`config.mk`:
```
export PLATFORM = sky130hd
export DESIGN_NAME = sg_prd_splitter
export DESIGN_NICKNAME = d
export VERILOG_FILES = /design/src/rtl/sgprd_pkg.sv /design/src/rtl/prd_piece_gen.sv /design/src/rtl/prd_hold_stage.sv /design/src/rtl/prd_word_ser.sv /design/src/rtl/sg_prd_splitter.sv
export SDC_FILE = /design/constraint.sdc
export NUM_CORES = 1
export LEC_CHECK = 0
export ABC_AREA = 0
export BUFFER_PORTS_ARGS = -buffer_cell sky130_fd_sc_hd__buf_4
export CAP_MARGIN = 20
export CORE_ASPECT_RATIO = 0.5
export CORE_MARGIN = 3
export CORE_UTILIZATION = 45
export DETAILED_ROUTE_END_ITERATION = 10
export MAX_ROUTING_LAYER = met4
export SLEW_MARGIN = 20
export SYNTH_ARGS = -nofsm -noshare
export SYNTH_HDL_FRONTEND = slang
export SYNTH_SLANG_ARGS = --single-unit
export TNS_END_PERCENT = 20
```
`constraint.sdc`:
```
create_clock -name clk -period 8.05 [get_ports clk]
set_input_delay 1.61 -clock clk [delete_from_list [all_inputs] [get_ports clk]]
set_output_delay 1.61 -clock clk [all_outputs]
set_load 0.02 [all_outputs]
```
`src/rtl/sgprd_pkg.sv`:
```
package sgprd_pkg;

    localparam logic [16:0] WINDOW_BYTES = 17'h10000;
    localparam logic [15:0] HALF_BYTES   = 16'h8000;

    // One descriptor on its way through the pipeline.
    typedef struct packed {
        logic [31:0] addr;
        logic [15:0] nbytes;
        logic        tail;      // final descriptor of the table
        logic        has_data;  // 0: marker that only closes the table
    } piece_t;

    typedef enum logic [2:0] {
        G_IDLE,
        G_RUN,
        G_FLUSH,
        G_WAIT,
        G_DRAIN
    } gen_state_t;

    function automatic logic [31:0] count_word(input logic [15:0] nbytes,
                                               input logic tail,
                                               input logic alt);
        logic [15:0] words_m1;
        words_m1 = {2'b00, nbytes[15:2]} - 16'd1;
        if (alt)
            return {words_m1, 16'h0000};
        else
            return {tail, 15'h0000, nbytes};
    endfunction

endpackage

```
`src/rtl/prd_piece_gen.sv`:
```
module prd_piece_gen
    import sgprd_pkg::*;
#(
    parameter int LEN_W       = 24,
    parameter int MAX_ENTRIES = 256,
    parameter int CNT_W       = $clog2(MAX_ENTRIES + 1)
) (
    input  logic             clk,
    input  logic             rst,
    input  logic             seg_valid,
    output logic             seg_ready,
    input  logic [31:0]      seg_addr,
    input  logic [LEN_W-1:0] seg_len,
    input  logic             seg_last,
    output logic             pc_valid,
    input  logic             pc_ready,
    output piece_t           pc,
    output logic             abort,
    input  logic             fin_ack,
    output logic             done,
    output logic             err_ovf,
    output logic             err_empty,
    output logic [CNT_W-1:0] desc_count
);
    localparam int EW = (LEN_W > 17) ? LEN_W : 17;

    gen_state_t       state;
    logic [31:0]      cur_addr;
    logic [LEN_W-1:0] cur_rem;
    logic             cur_last;
    logic             half;
    logic [CNT_W-1:0] cnt;

    logic [EW-1:0]    rem_e, dist_e, step;
    logic             full, seg_end, at_limit;

    always_comb begin
        rem_e    = EW'(cur_rem);
        dist_e   = EW'(WINDOW_BYTES - {1'b0, cur_addr[15:0]});
        step     = (rem_e < dist_e) ? rem_e : dist_e;
        full     = (step == EW'(WINDOW_BYTES));
        seg_end  = (step == rem_e) && (!full || half);
        at_limit = (cnt == CNT_W'(MAX_ENTRIES));
        abort    = (state == G_RUN) && at_limit;

        pc_valid = ((state == G_RUN) && !at_limit) || (state == G_FLUSH);
        if (state == G_FLUSH) begin
            pc.addr     = '0;
            pc.nbytes   = '0;
            pc.tail     = 1'b1;
            pc.has_data = 1'b0;
        end else begin
            pc.addr     = cur_addr + (half ? 32'h0000_8000 : 32'h0);
            pc.nbytes   = full ? HALF_BYTES : step[15:0];
            pc.tail     = cur_last && seg_end;
            pc.has_data = 1'b1;
        end
        seg_ready = (state == G_IDLE) || (state == G_DRAIN);
    end

    always_ff @(posedge clk) begin
        if (rst) begin
            state      <= G_IDLE;
            cur_addr   <= '0;
            cur_rem    <= '0;
            cur_last   <= 1'b0;
            half       <= 1'b0;
            cnt        <= '0;
            done       <= 1'b0;
            err_ovf    <= 1'b0;
            err_empty  <= 1'b0;
            desc_count <= '0;
        end else begin
            done      <= 1'b0;
            err_ovf   <= 1'b0;
            err_empty <= 1'b0;
            unique case (state)
                G_IDLE: if (seg_valid) begin
                    if (seg_len == '0) begin
                        if (seg_last) begin
                            if (cnt == '0) begin
                                err_empty  <= 1'b1;
                                desc_count <= '0;
                            end else begin
                                state <= G_FLUSH;
                            end
                        end
                    end else begin
                        cur_addr <= seg_addr;
                        cur_rem  <= seg_len;
                        cur_last <= seg_last;
                        half     <= 1'b0;
                        state    <= G_RUN;
                    end
                end
                G_RUN: begin
                    if (at_limit) begin
                        err_ovf <= 1'b1;
                        cnt     <= '0;
                        half    <= 1'b0;
                        state   <= cur_last ? G_IDLE : G_DRAIN;
                    end else if (pc_ready) begin
                        cnt <= cnt + CNT_W'(1);
                        if (full && !half) begin
                            half <= 1'b1;
                        end else begin
                            half     <= 1'b0;
                            cur_addr <= cur_addr + 32'(step);
                            cur_rem  <= cur_rem - LEN_W'(step);
                            if (seg_end)
                                state <= cur_last ? G_WAIT : G_IDLE;
                        end
                    end
                end
                G_FLUSH: if (pc_ready) state <= G_WAIT;
                G_WAIT: if (fin_ack) begin
                    done       <= 1'b1;
                    desc_count <= cnt;
                    cnt        <= '0;
                    state      <= G_IDLE;
                end
                G_DRAIN: if (seg_valid && seg_last) state <= G_IDLE;
                default: state <= G_IDLE;
            endcase
        end
    end

endmodule

```
`src/rtl/prd_hold_stage.sv`:
```
module prd_hold_stage
    import sgprd_pkg::*;
(
    input  logic   clk,
    input  logic   rst,
    input  logic   in_valid,
    output logic   in_ready,
    input  piece_t in_pc,
    input  logic   abort,
    output logic   out_valid,
    input  logic   out_ready,
    output piece_t out_pc
);
    logic   hv, hfin;
    piece_t held;

    always_comb begin
        out_valid   = hv && (hfin || (in_valid && in_pc.has_data));
        in_ready    = !hv || (!hfin && (!in_pc.has_data || out_ready));
        out_pc      = held;
        out_pc.tail = hfin;
    end

    always_ff @(posedge clk) begin
        if (rst || abort) begin
            hv   <= 1'b0;
            hfin <= 1'b0;
            held <= '0;
        end else begin
            if (hv && hfin && out_ready) begin
                hv   <= 1'b0;
                hfin <= 1'b0;
            end
            if (in_valid && in_ready) begin
                if (in_pc.has_data) begin
                    hv   <= 1'b1;
                    held <= in_pc;
                    hfin <= in_pc.tail;
                end else if (hv) begin
                    hfin <= 1'b1;
                end
            end
        end
    end

endmodule

```
`src/rtl/prd_word_ser.sv`:
```
module prd_word_ser
    import sgprd_pkg::*;
(
    input  logic        clk,
    input  logic        rst,
    input  logic        alt,
    input  logic        in_valid,
    output logic        in_ready,
    input  piece_t      in_pc,
    output logic        word_valid,
    input  logic        word_ready,
    output logic [31:0] word_data,
    output logic        fin_ack
);
    logic   sv, ph;
    piece_t cur;

    always_comb begin
        in_ready   = !sv || (ph && word_ready);
        word_valid = sv;
        word_data  = ph ? count_word(cur.nbytes, cur.tail, alt) : cur.addr;
        fin_ack    = sv && ph && word_ready && cur.tail;
    end

    always_ff @(posedge clk) begin
        if (rst) begin
            sv  <= 1'b0;
            ph  <= 1'b0;
            cur <= '0;
        end else begin
            if (sv && word_ready) begin
                if (ph) begin
                    sv <= 1'b0;
                    ph <= 1'b0;
                end else begin
                    ph <= 1'b1;
                end
            end
            if (in_valid && in_ready) begin
                cur <= in_pc;
                sv  <= 1'b1;
                ph  <= 1'b0;
            end
        end
    end

endmodule

```
`src/rtl/sg_prd_splitter.sv`:
```
module sg_prd_splitter
    import sgprd_pkg::*;
#(
    parameter int LEN_W       = 24,
    parameter int MAX_ENTRIES = 256
) (
    input  logic                               clk,
    input  logic                               rst,
    input  logic                               alt_mode,
    input  logic                               seg_valid,
    output logic                               seg_ready,
    input  logic [31:0]                        seg_addr,
    input  logic [LEN_W-1:0]                   seg_len,
    input  logic                               seg_last,
    output logic                               word_valid,
    input  logic                               word_ready,
    output logic [31:0]                        word_data,
    output logic                               done,
    output logic                               err_overflow,
    output logic                               err_empty,
    output logic [$clog2(MAX_ENTRIES+1)-1:0]   desc_count
);
    localparam int CNT_W = $clog2(MAX_ENTRIES + 1);

    piece_t gen_pc, buf_pc;
    logic   gen_valid, gen_ready, abort;
    logic   buf_valid, buf_ready, fin_ack;

    prd_piece_gen #(
        .LEN_W      (LEN_W),
        .MAX_ENTRIES(MAX_ENTRIES),
        .CNT_W      (CNT_W)
    ) u_gen (
        .clk       (clk),
        .rst       (rst),
        .seg_valid (seg_valid),
        .seg_ready (seg_ready),
        .seg_addr  (seg_addr),
        .seg_len   (seg_len),
        .seg_last  (seg_last),
        .pc_valid  (gen_valid),
        .pc_ready  (gen_ready),
        .pc        (gen_pc),
        .abort     (abort),
        .fin_ack   (fin_ack),
        .done      (done),
        .err_ovf   (err_overflow),
        .err_empty (err_empty),
        .desc_count(desc_count)
    );

    prd_hold_stage u_hold (
        .clk      (clk),
        .rst      (rst),
        .in_valid (gen_valid),
        .in_ready (gen_ready),
        .in_pc    (gen_pc),
        .abort    (abort),
        .out_valid(buf_valid),
        .out_ready(buf_ready),
        .out_pc   (buf_pc)
    );

    prd_word_ser u_ser (
        .clk       (clk),
        .rst       (rst),
        .alt       (alt_mode),
        .in_valid  (buf_valid),
        .in_ready  (buf_ready),
        .in_pc     (buf_pc),
        .word_valid(word_valid),
        .word_ready(word_ready),
        .word_data (word_data),
        .fin_ack   (fin_ack)
    );

endmodule

```
==> results of run 1 <==
[power by group]
part	switching (mW)	internal [mW]	total [mW]
Combinational	2.49	1.58	4.07
Clock	0.409	0.413	0.822
Sequential	0.352	1.14	1.49
Total	3.25	3.13	6.38
[kinds of logic after synthesis]
| family | after synthesis |
|---|---|
| DFF | 183 |
| buffers and inverters | 169 |
| and+or+nand+nor | 587 |
| xor gates and xnor gates | 72 |
| muxes | 18 |
| AOI/OAI and AO/OA | 403 |
| other | 1 |
| adders and majority gates | 65 |
[critical path, delay by kind of cell (launching register included)]
kind                       cells  cell delay [ns]
and+or+nand+nor               11             3.23
AOI/OAI and AO/OA              8             2.38
adders and majority gates      3             1.00
DFF                            1             0.38
xor gates and xnor gates       1             0.18
buffers and inverters          2             0.14
[area by class of cell]
class                           instances  area [um^2]  share of cell area [%]
Multi-Input combinational cell       1152         6970                    54.4
Sequential cell                       183         3660                    28.6
Timing Repair Buffer                  121          908                    7.09
Clock buffer                           19          443                    3.46
Tap cell                              336          420                    3.28
Inverter                               78          293                    2.29
Clock inverter                         13          115                   0.898
[worst max-delay path by stage]
| stage | from | to | slack (ns) | cells after the start |
|---|---|---|---|---|
| after global placement | u_gen.cur_addr[0] | u_gen.cur_addr[28] | 0.75 | 25 |
| after floorplan | u_gen.cur_addr[0] | u_gen.cur_rem[23] | 1.78 | 24 |
| after CTS | u_gen.cur_addr[0] | u_gen.cur_addr[28] | 0.52 | 25 |
| after global routing | u_gen.cur_addr[0] | u_gen.cur_addr[30] | 0.13 | 25 |
| after detailed placement | u_gen.cur_addr[0] | u_gen.cur_addr[28] | 0.59 | 25 |
| final | u_gen.cur_addr[0] | u_gen.cur_addr[30] | 0.64 | 25 |
[metal layers]
layer	global-route usage, %	vias up	share of wire [%]
li1	-	5433	-
met4	4.39	0	0.73
met5	-	-	0
met3	5.00	23	6.2
met2	34.3	319	39
met1	40.6	5109	54
[through the flow]
stage / worst slack, ns / cells
after CTS: 0.521 / 1902
after global routing: 0.125 / 1902
after floorplan: 1.78 / 1504
after detailed placement: 0.588 / 1870
final: 0.638 / 1902
after global placement: 0.746 / 1870
[state kept, by name, summed over array words and instances (netlist names), 3 cells and up]
| signal | flops |
|---|---|
| u_gen.cur_rem | 24 |
| u_gen.cur_addr | 32 |
| u_ser.cur | 49 |
| u_gen.state | 3 |
| u_gen.cnt | 9 |
| u_hold.out_pc | 48 |
| u_gen.desc_count | 9 |
[layout by cell type (no fill, tap or decap), drive strengths merged, types with 21 or more instances in the layout]
master  instances
a211oi         68
a21oi         149
buf           121
dfxtp         183
ha             63
inv            83
nand2         247
nand3          34
nor2          151
nor3           37
nor4           21
o21ai          46
o22ai          33
xnor2          38
xor2           34
==> impl_metrics.prom, run 1 <==
# TYPE chip_impl_metric gauge
chip_impl_metric{name="row_count",unit=""} 40
chip_impl_metric{name="report.power.total",unit="mW"} 6.38
chip_impl_metric{name="yosysWarnings",unit=""} 0
chip_impl_metric{name="hpwlAfterDp",unit="um"} 25400
chip_impl_metric{name="flow.area_growth_from_synthesis",unit="%"} 13.8
chip_impl_metric{name="vias",unit=""} 10884
chip_impl_metric{name="slew_at_the_pin_closest_to_its_max_slew_limit",unit="ns"} 1.12
chip_impl_metric{name="achievable-frequency",unit="MHz"} 135
chip_impl_metric{name="final_number_of_setup_violating_endpoints",unit=""} 0
chip_impl_info{name="worstHoldStart",value="u_gen.desc_count[8]"} 1
chip_impl_metric{name="finalClockSkew",unit="ns"} 0.0105
chip_impl_metric{name="routed_wire_length_per_instance",unit="um"} 18.3
chip_impl_metric{name="clock_latency",unit="ns"} 0.45
chip_impl_info{name="crit_path_end_kind",value="register"} 1
chip_impl_metric{name="ctsHtreeMaxLevel",unit=""} 4
chip_impl_metric{name="final_core_utilization",unit="%"} 52.8
chip_impl_metric{name="total_negative_setup_slacks",unit="ns"} 0
chip_impl_info{name="top_cell_types_by_occurrence_after_synthesis",value="246 x sky130_fd_sc_hd__nand2_1, 183 x sky130_fd_sc_hd__dfxtp_1, 151 x sky130_fd_sc_hd__nor2_1"} 1
chip_impl_metric{name="cap_violations",unit=""} 0
chip_impl_metric{name="fin_nets",unit=""} 1680
chip_impl_metric{name="input_output_buffers",unit=""} 107
chip_impl_metric{name="fp.dieArea",unit="um^2"} 27100
chip_impl_metric{name="post_synth_fa_ha_maj_area_fraction",unit="%"} 7.36
chip_impl_metric{name="global_route_wire_length_before_repair",unit="um"} 54700
chip_impl_metric{name="final_max_slew_viol_count",unit=""} 0
chip_impl_metric{name="synth_compound_gate_area_share",unit="%"} 23.0
chip_impl_metric{name="finalCritPeriodShare",unit="%"} 92.1
chip_impl_metric{name="cts.path.max_buffers",unit=""} 2
chip_impl_info{name="worstHoldEndpoint",value="u_gen.desc_count[8]"} 1
chip_impl_metric{name="proportion_of_layout_cells_with_a_drive_suffix_above_1",unit="%"} 11.3
chip_impl_metric{name="cp_max_stage_delay",unit="ns"} 0.68
chip_impl_info{name="worstSetupPathType",value="reg2reg"} 1
chip_impl_metric{name="num-fill-cells",unit=""} 2379
chip_impl_metric{name="place.gp.congestion",unit=""} 0.983
chip_impl_metric{name="ctsResizeCount",unit=""} 0
chip_impl_metric{name="grt_start_max_net_pins",unit=""} 85
chip_impl_metric{name="slew-limit-headroom",unit="%"} 25.0
chip_impl_metric{name="synth_enable_flop_cells",unit=""} 0
chip_impl_metric{name="floorplan.io_pins",unit=""} 108
chip_impl_metric{name="worst_hold_slack",unit="ns"} 0.451
chip_impl_metric{name="final_period_minus_worst_setup_slack",unit="ns"} 7.41
chip_impl_info{name="grt_setup_unrepaired",value="no"} 1
chip_impl_metric{name="synth.area.mux_share",unit="%"} 1.60
chip_impl_metric{name="timing_hold_violations_final",unit=""} 0
chip_impl_metric{name="worst_ir_drop_vdd",unit="mV"} 0.260
chip_impl_metric{name="layout.cell_area.non_filler",unit="um^2"} 12800
chip_impl_metric{name="async_reset_ff_share",unit="%"} 0
chip_impl_metric{name="synthesis.area_per_instance",unit="um^2"} 7.52
chip_impl_metric{name="ys_types",unit=""} 72
chip_impl_metric{name="hold-path-cell-count",unit=""} 2
chip_impl_metric{name="grt_antenna_before_repair",unit=""} 0
chip_impl_info{name="worstReg2RegEnd",value="u_gen.cur_addr[30]"} 1
chip_impl_metric{name="numCtsBuffers",unit=""} 17
chip_impl_metric{name="overflow_after_grt",unit=""} 0
chip_impl_metric{name="core_region_area",unit="um^2"} 24300
chip_impl_metric{name="rrSetupSlack",unit="ns"} 0.64
chip_impl_metric{name="yosys.area_share.simple",unit="%"} 23.7
chip_impl_metric{name="antenna_left",unit=""} 0
chip_impl_info{name="slowest_stage",value="sky130_fd_sc_hd__o21ai_0"} 1
chip_impl_info{name="cts_root_buf",value="sky130_fd_sc_hd__clkbuf_16"} 1
chip_impl_info{name="synthMostInstantiatedCell",value="sky130_fd_sc_hd__nand2_1"} 1
chip_impl_metric{name="tritoncts_num_sinks",unit=""} 183
chip_impl_metric{name="1st_pass_router_iterations",unit=""} 5
chip_impl_metric{name="globalRouteTotalUtil",unit="%"} 26.0
chip_impl_metric{name="floorplan.initialDensity",unit="%"} 46.4
chip_impl_metric{name="critPathArrivalTime",unit="ns"} 7.77
chip_impl_metric{name="power_per_cell_area",unit="nW/um^2"} 498
chip_impl_info{name="synth.top_cells.by_area",value="sky130_fd_sc_hd__dfxtp_1 33%, sky130_fd_sc_hd__nand2_1 8.2%, sky130_fd_sc_hd__ha_1 7.0%, sky130_fd_sc_hd__a21oi_1 6.6%, sky130_fd_sc_hd__nor2_1 5.0%"} 1
chip_impl_info{name="worstHoldPathType",value="reg2reg"} 1
chip_impl_metric{name="ys_ff_latch",unit=""} 183
chip_impl_metric{name="static-leakage-power",unit="nW"} 4.98
chip_impl_metric{name="worstPathMaxFanout",unit=""} 22
chip_impl_metric{name="worst_setup_hold_path_clk_slew",unit="ns"} 0.07
chip_impl_metric{name="number_of_global_route_vias_before_repair",unit=""} 9845
chip_impl_info{name="ys_dominant_reg_cell",value="sky130_fd_sc_hd__dfxtp_1"} 1
chip_impl_metric{name="antenna_cells_inserted",unit=""} 0
chip_impl_metric{name="synth_cells",unit=""} 1498
chip_impl_metric{name="drt-vias-per-instance",unit=""} 5.72
chip_impl_info{name="crit_top_cell",value="sky130_fd_sc_hd__o21ai_0"} 1
chip_impl_metric{name="cts_hold_repair.buffers",unit=""} 0
chip_impl_metric{name="reg2regPathDepth",unit=""} 25
chip_impl_info{name="main_combinational_cell_family_by_area_after_synthesis",value="simple AND/OR/NAND/NOR gates"} 1
chip_impl_metric{name="drc",unit=""} 0
chip_impl_info{name="result_of_the_run",value="finished clean"} 1
chip_impl_metric{name="post-cts-setup-buffer-count",unit=""} 0
chip_impl_metric{name="share_of_yosys_cell_area_claimed_by_the_top_area_cell_type",unit="%"} 32.5
chip_impl_metric{name="die_height",unit="um"} 118
chip_impl_metric{name="worst-endpoint-required",unit="ns"} 8.41
chip_impl_metric{name="xor_xnor_portion_of_the_synthesized_cell_area",unit="%"} 5.60
chip_impl_metric{name="yosysSeqAreaShare",unit="%"} 32.5
chip_impl_metric{name="drt-total-wl",unit="um"} 34800
chip_impl_info{name="cp-start-kind",value="register"} 1
chip_impl_info{name="synth_top_area_cell",value="sky130_fd_sc_hd__dfxtp_1"} 1
chip_impl_metric{name="starting_drc_count_in_detailed_routing",unit=""} 1022
chip_impl_metric{name="syn_area",unit="um^2"} 11300
chip_impl_info{name="reg2reg_from",value="u_gen.cur_addr[0]"} 1
chip_impl_metric{name="dpl-instance-area",unit="um^2"} 12200
chip_impl_info{name="clock_tree_from_tritoncts",value="done"} 1
chip_impl_metric{name="die_w",unit="um"} 230
Note: power is estimated with default switching activity, not from simulation.
==> run 2: changes to the inputs <==
- RECOVER_POWER: not set -> 50
==> impl_metrics.prom, run 2 (same netlist as run 1, synthesis figures left out) <==
# TYPE chip_impl_metric gauge
chip_impl_info{name="result_of_the_run",value="complete, but fails checks"} 1
chip_impl_info{name="failed_checks",value="max-capacitance violations, max-slew violations"} 1
chip_impl_metric{name="num-fill-cells",unit=""} 2403
chip_impl_metric{name="power_per_cell_area",unit="nW/um^2"} 503
chip_impl_metric{name="overflow_after_grt",unit=""} 0
chip_impl_metric{name="switchingPower",unit="mW"} 3.25
chip_impl_metric{name="floorplan.io_pins",unit=""} 108
chip_impl_metric{name="worst_ir_drop_vdd",unit="mV"} 0.257
chip_impl_metric{name="report.power.total",unit="mW"} 6.37
chip_impl_metric{name="critPathArrivalTime",unit="ns"} 7.73
chip_impl_metric{name="post-place-ws",unit="ns"} 0.588
chip_impl_metric{name="slew-limit-headroom",unit="%"} -166
chip_impl_metric{name="switching_share",unit="%"} 50.9
chip_impl_metric{name="final_period_minus_worst_setup_slack",unit="ns"} 7.39
chip_impl_metric{name="post_layout_nonfiller_instances",unit=""} 1902
chip_impl_info{name="grt_setup_unrepaired",value="no"} 1
chip_impl_metric{name="clockPowerShare",unit="%"} 12.9
chip_impl_info{name="cts_root_buf",value="sky130_fd_sc_hd__clkbuf_16"} 1
chip_impl_metric{name="input_output_buffers",unit=""} 107
chip_impl_metric{name="worst-endpoint-required",unit="ns"} 8.39
chip_impl_metric{name="fp.dieArea",unit="um^2"} 27100
chip_impl_metric{name="multi_input_comb_area",unit="um^2"} 6960
chip_impl_metric{name="row_count",unit=""} 40
chip_impl_metric{name="floorplan.initialDensity",unit="%"} 46.4
chip_impl_metric{name="flow.area_growth_from_synthesis",unit="%"} 12.6
chip_impl_metric{name="worst_setup_hold_path_clk_slew",unit="ns"} 0.07
chip_impl_metric{name="static-leakage-power",unit="nW"} 4.84
chip_impl_metric{name="place_inst",unit=""} 1870
chip_impl_metric{name="cts.path.max_buffers",unit=""} 2
chip_impl_metric{name="drt-total-wl",unit="um"} 34800
chip_impl_metric{name="hpwlAfterDp",unit="um"} 25400
chip_impl_info{name="layout.cells.most_common",value="sky130_fd_sc_hd__nand2_1"} 1
chip_impl_metric{name="layout.area.seq",unit="um^2"} 3660
chip_impl_metric{name="ctsHtreeMaxLevel",unit=""} 4
chip_impl_metric{name="largest_reg_flops",unit=""} 49
chip_impl_metric{name="1st_pass_router_iterations",unit=""} 5
chip_impl_metric{name="numCtsBuffers",unit=""} 17
chip_impl_info{name="worstSetupPathType",value="reg2reg"} 1
chip_impl_info{name="registers.top_by_ff_count",value="u_ser.cur"} 1
chip_impl_metric{name="starting_drc_count_in_detailed_routing",unit=""} 1118
chip_impl_metric{name="fin_nets",unit=""} 1680
chip_impl_metric{name="power.share.combinational",unit="%"} 63.7
chip_impl_metric{name="vias",unit=""} 10988
chip_impl_info{name="critPathLaunch",value="u_gen.cur_addr[0]"} 1
chip_impl_metric{name="critical_path_buf_inv_count",unit=""} 2
chip_impl_metric{name="post-cts-setup-buffer-count",unit=""} 0
chip_impl_info{name="worstHoldStart",value="u_hold.out_pc[23]"} 1
chip_impl_metric{name="total_negative_setup_slacks",unit="ns"} 0
chip_impl_info{name="reg2reg_from",value="u_gen.cur_addr[0]"} 1
chip_impl_metric{name="worstPathMaxFanout",unit=""} 22
chip_impl_metric{name="worst_hold_slack",unit="ns"} 0.449
chip_impl_metric{name="post-route-worst-setup-slack",unit="ns"} 0.663
chip_impl_metric{name="antenna_cells_inserted",unit=""} 0
chip_impl_metric{name="cap_violations",unit=""} 3
chip_impl_metric{name="antenna_left",unit=""} 0
chip_impl_metric{name="drc",unit=""} 0
chip_impl_metric{name="globalRouteTotalUtil",unit="%"} 26.0
chip_impl_info{name="clock_tree_from_tritoncts",value="done"} 1
chip_impl_info{name="crit_top_cell",value="sky130_fd_sc_hd__o21ai_0"} 1
chip_impl_info{name="most-common-layout-cells",value="246 x sky130_fd_sc_hd__nand2_1, 182 x sky130_fd_sc_hd__dfxtp_1, 149 x sky130_fd_sc_hd__nor2_1"} 1
chip_impl_metric{name="achievable-frequency",unit="MHz"} 135
chip_impl_metric{name="finalClockSkew",unit="ns"} 0.0114
chip_impl_info{name="worstHoldPathType",value="reg2reg"} 1
chip_impl_metric{name="routed_wire_length_per_instance",unit="um"} 18.3
chip_impl_metric{name="final_max_slew_viol_count",unit=""} 186
chip_impl_metric{name="final_number_of_setup_violating_endpoints",unit=""} 0
chip_impl_metric{name="drt-vias-per-instance",unit=""} 5.78
chip_impl_metric{name="place.gp.congestion",unit=""} 0.983
chip_impl_metric{name="timing_hold_violations_final",unit=""} 0
chip_impl_info{name="cp-start-kind",value="register"} 1
chip_impl_metric{name="finalCritPeriodShare",unit="%"} 91.8
chip_impl_metric{name="tritoncts_num_sinks",unit=""} 183
chip_impl_metric{name="ctsResizeCount",unit=""} 0
chip_impl_metric{name="cts_hold_repair.buffers",unit=""} 0
chip_impl_info{name="crit_path_end_kind",value="register"} 1
chip_impl_metric{name="clock_latency",unit="ns"} 0.45
chip_impl_metric{name="seq_power_share",unit="%"} 23.4
chip_impl_metric{name="grt_start_max_net_pins",unit=""} 85
chip_impl_metric{name="core_region_area",unit="um^2"} 24300
chip_impl_metric{name="grt_antenna_before_repair",unit=""} 0
chip_impl_metric{name="die_w",unit="um"} 230
chip_impl_metric{name="cellInternalPower",unit="mW"} 3.13
chip_impl_metric{name="cp_max_stage_delay",unit="ns"} 0.66
chip_impl_metric{name="proportion_of_layout_cells_with_a_drive_suffix_above_1",unit="%"} 9.07
chip_impl_info{name="slowest_stage",value="sky130_fd_sc_hd__o21ai_0"} 1
chip_impl_metric{name="global_route_wire_length_before_repair",unit="um"} 54700
chip_impl_metric{name="slew_at_the_pin_closest_to_its_max_slew_limit",unit="ns"} 3.99
chip_impl_info{name="critical_path.top_delay_family",value="simple AND/OR/NAND/NOR gates"} 1
chip_impl_metric{name="number_of_global_route_vias_before_repair",unit=""} 9845
chip_impl_metric{name="die_height",unit="um"} 118
-- run 2: metal layers --
metal	GRT usage (%)	vias to the layer above	share of wire, %	wire (um)
met4	4.39	0	0.92	321
met2	34.3	345	39	13700
met3	5.00	31	6.3	2180
met5	-	-	0	0
met1	40.6	5177	53	18600
li1	-	5435	-	-
-- run 2: worst paths after layout --
check,to,slack [ns],depth (start not counted)
max,u_gen.cur_addr[30],0.66,25
min,u_ser.cur[23],0.45,2
max reg2reg,u_gen.cur_addr[30],0.66,25
min reg2reg,u_ser.cur[23],0.45,2
-- run 2: power groups by stage --
stage | sequential (mW) | clock [mW] | combinational, mW
floorplan | 1.35 | 0 | 3.12
global placement | 1.49 | 0 | 3.95
detailed placement | 1.50 | 0 | 3.97
CTS | 1.48 | 0.837 | 4.00
global route | 1.52 | 0.872 | 4.54
finish | 1.49 | 0.823 | 4.06
-- run 2: per-stage QoR --
stage	util (%)	cell area, um^2
after detailed placement	50.5	12200
after floorplan	-	11300
after global routing	52.2	12700
after global placement	50.5	12200
after CTS	52.8	12800
final	52.2	12700
-- run 2: layout make-up --
type                       count  area share, %
timing repair buffer         121           6.16
inverter                      78           2.31
clock buffer                  19           3.49
clock inverter                13          0.908
tap                          336           3.32
sequential                   183           28.9
multi-input combinational   1152           54.9
-- run 2: worst min-delay path, stage by stage (launching register included) --
cell and delay [ns]:
sky130_fd_sc_hd__dfxtp_1 0.31, sky130_fd_sc_hd__nand2_1 0.05, sky130_fd_sc_hd__a21oi_1 0.05
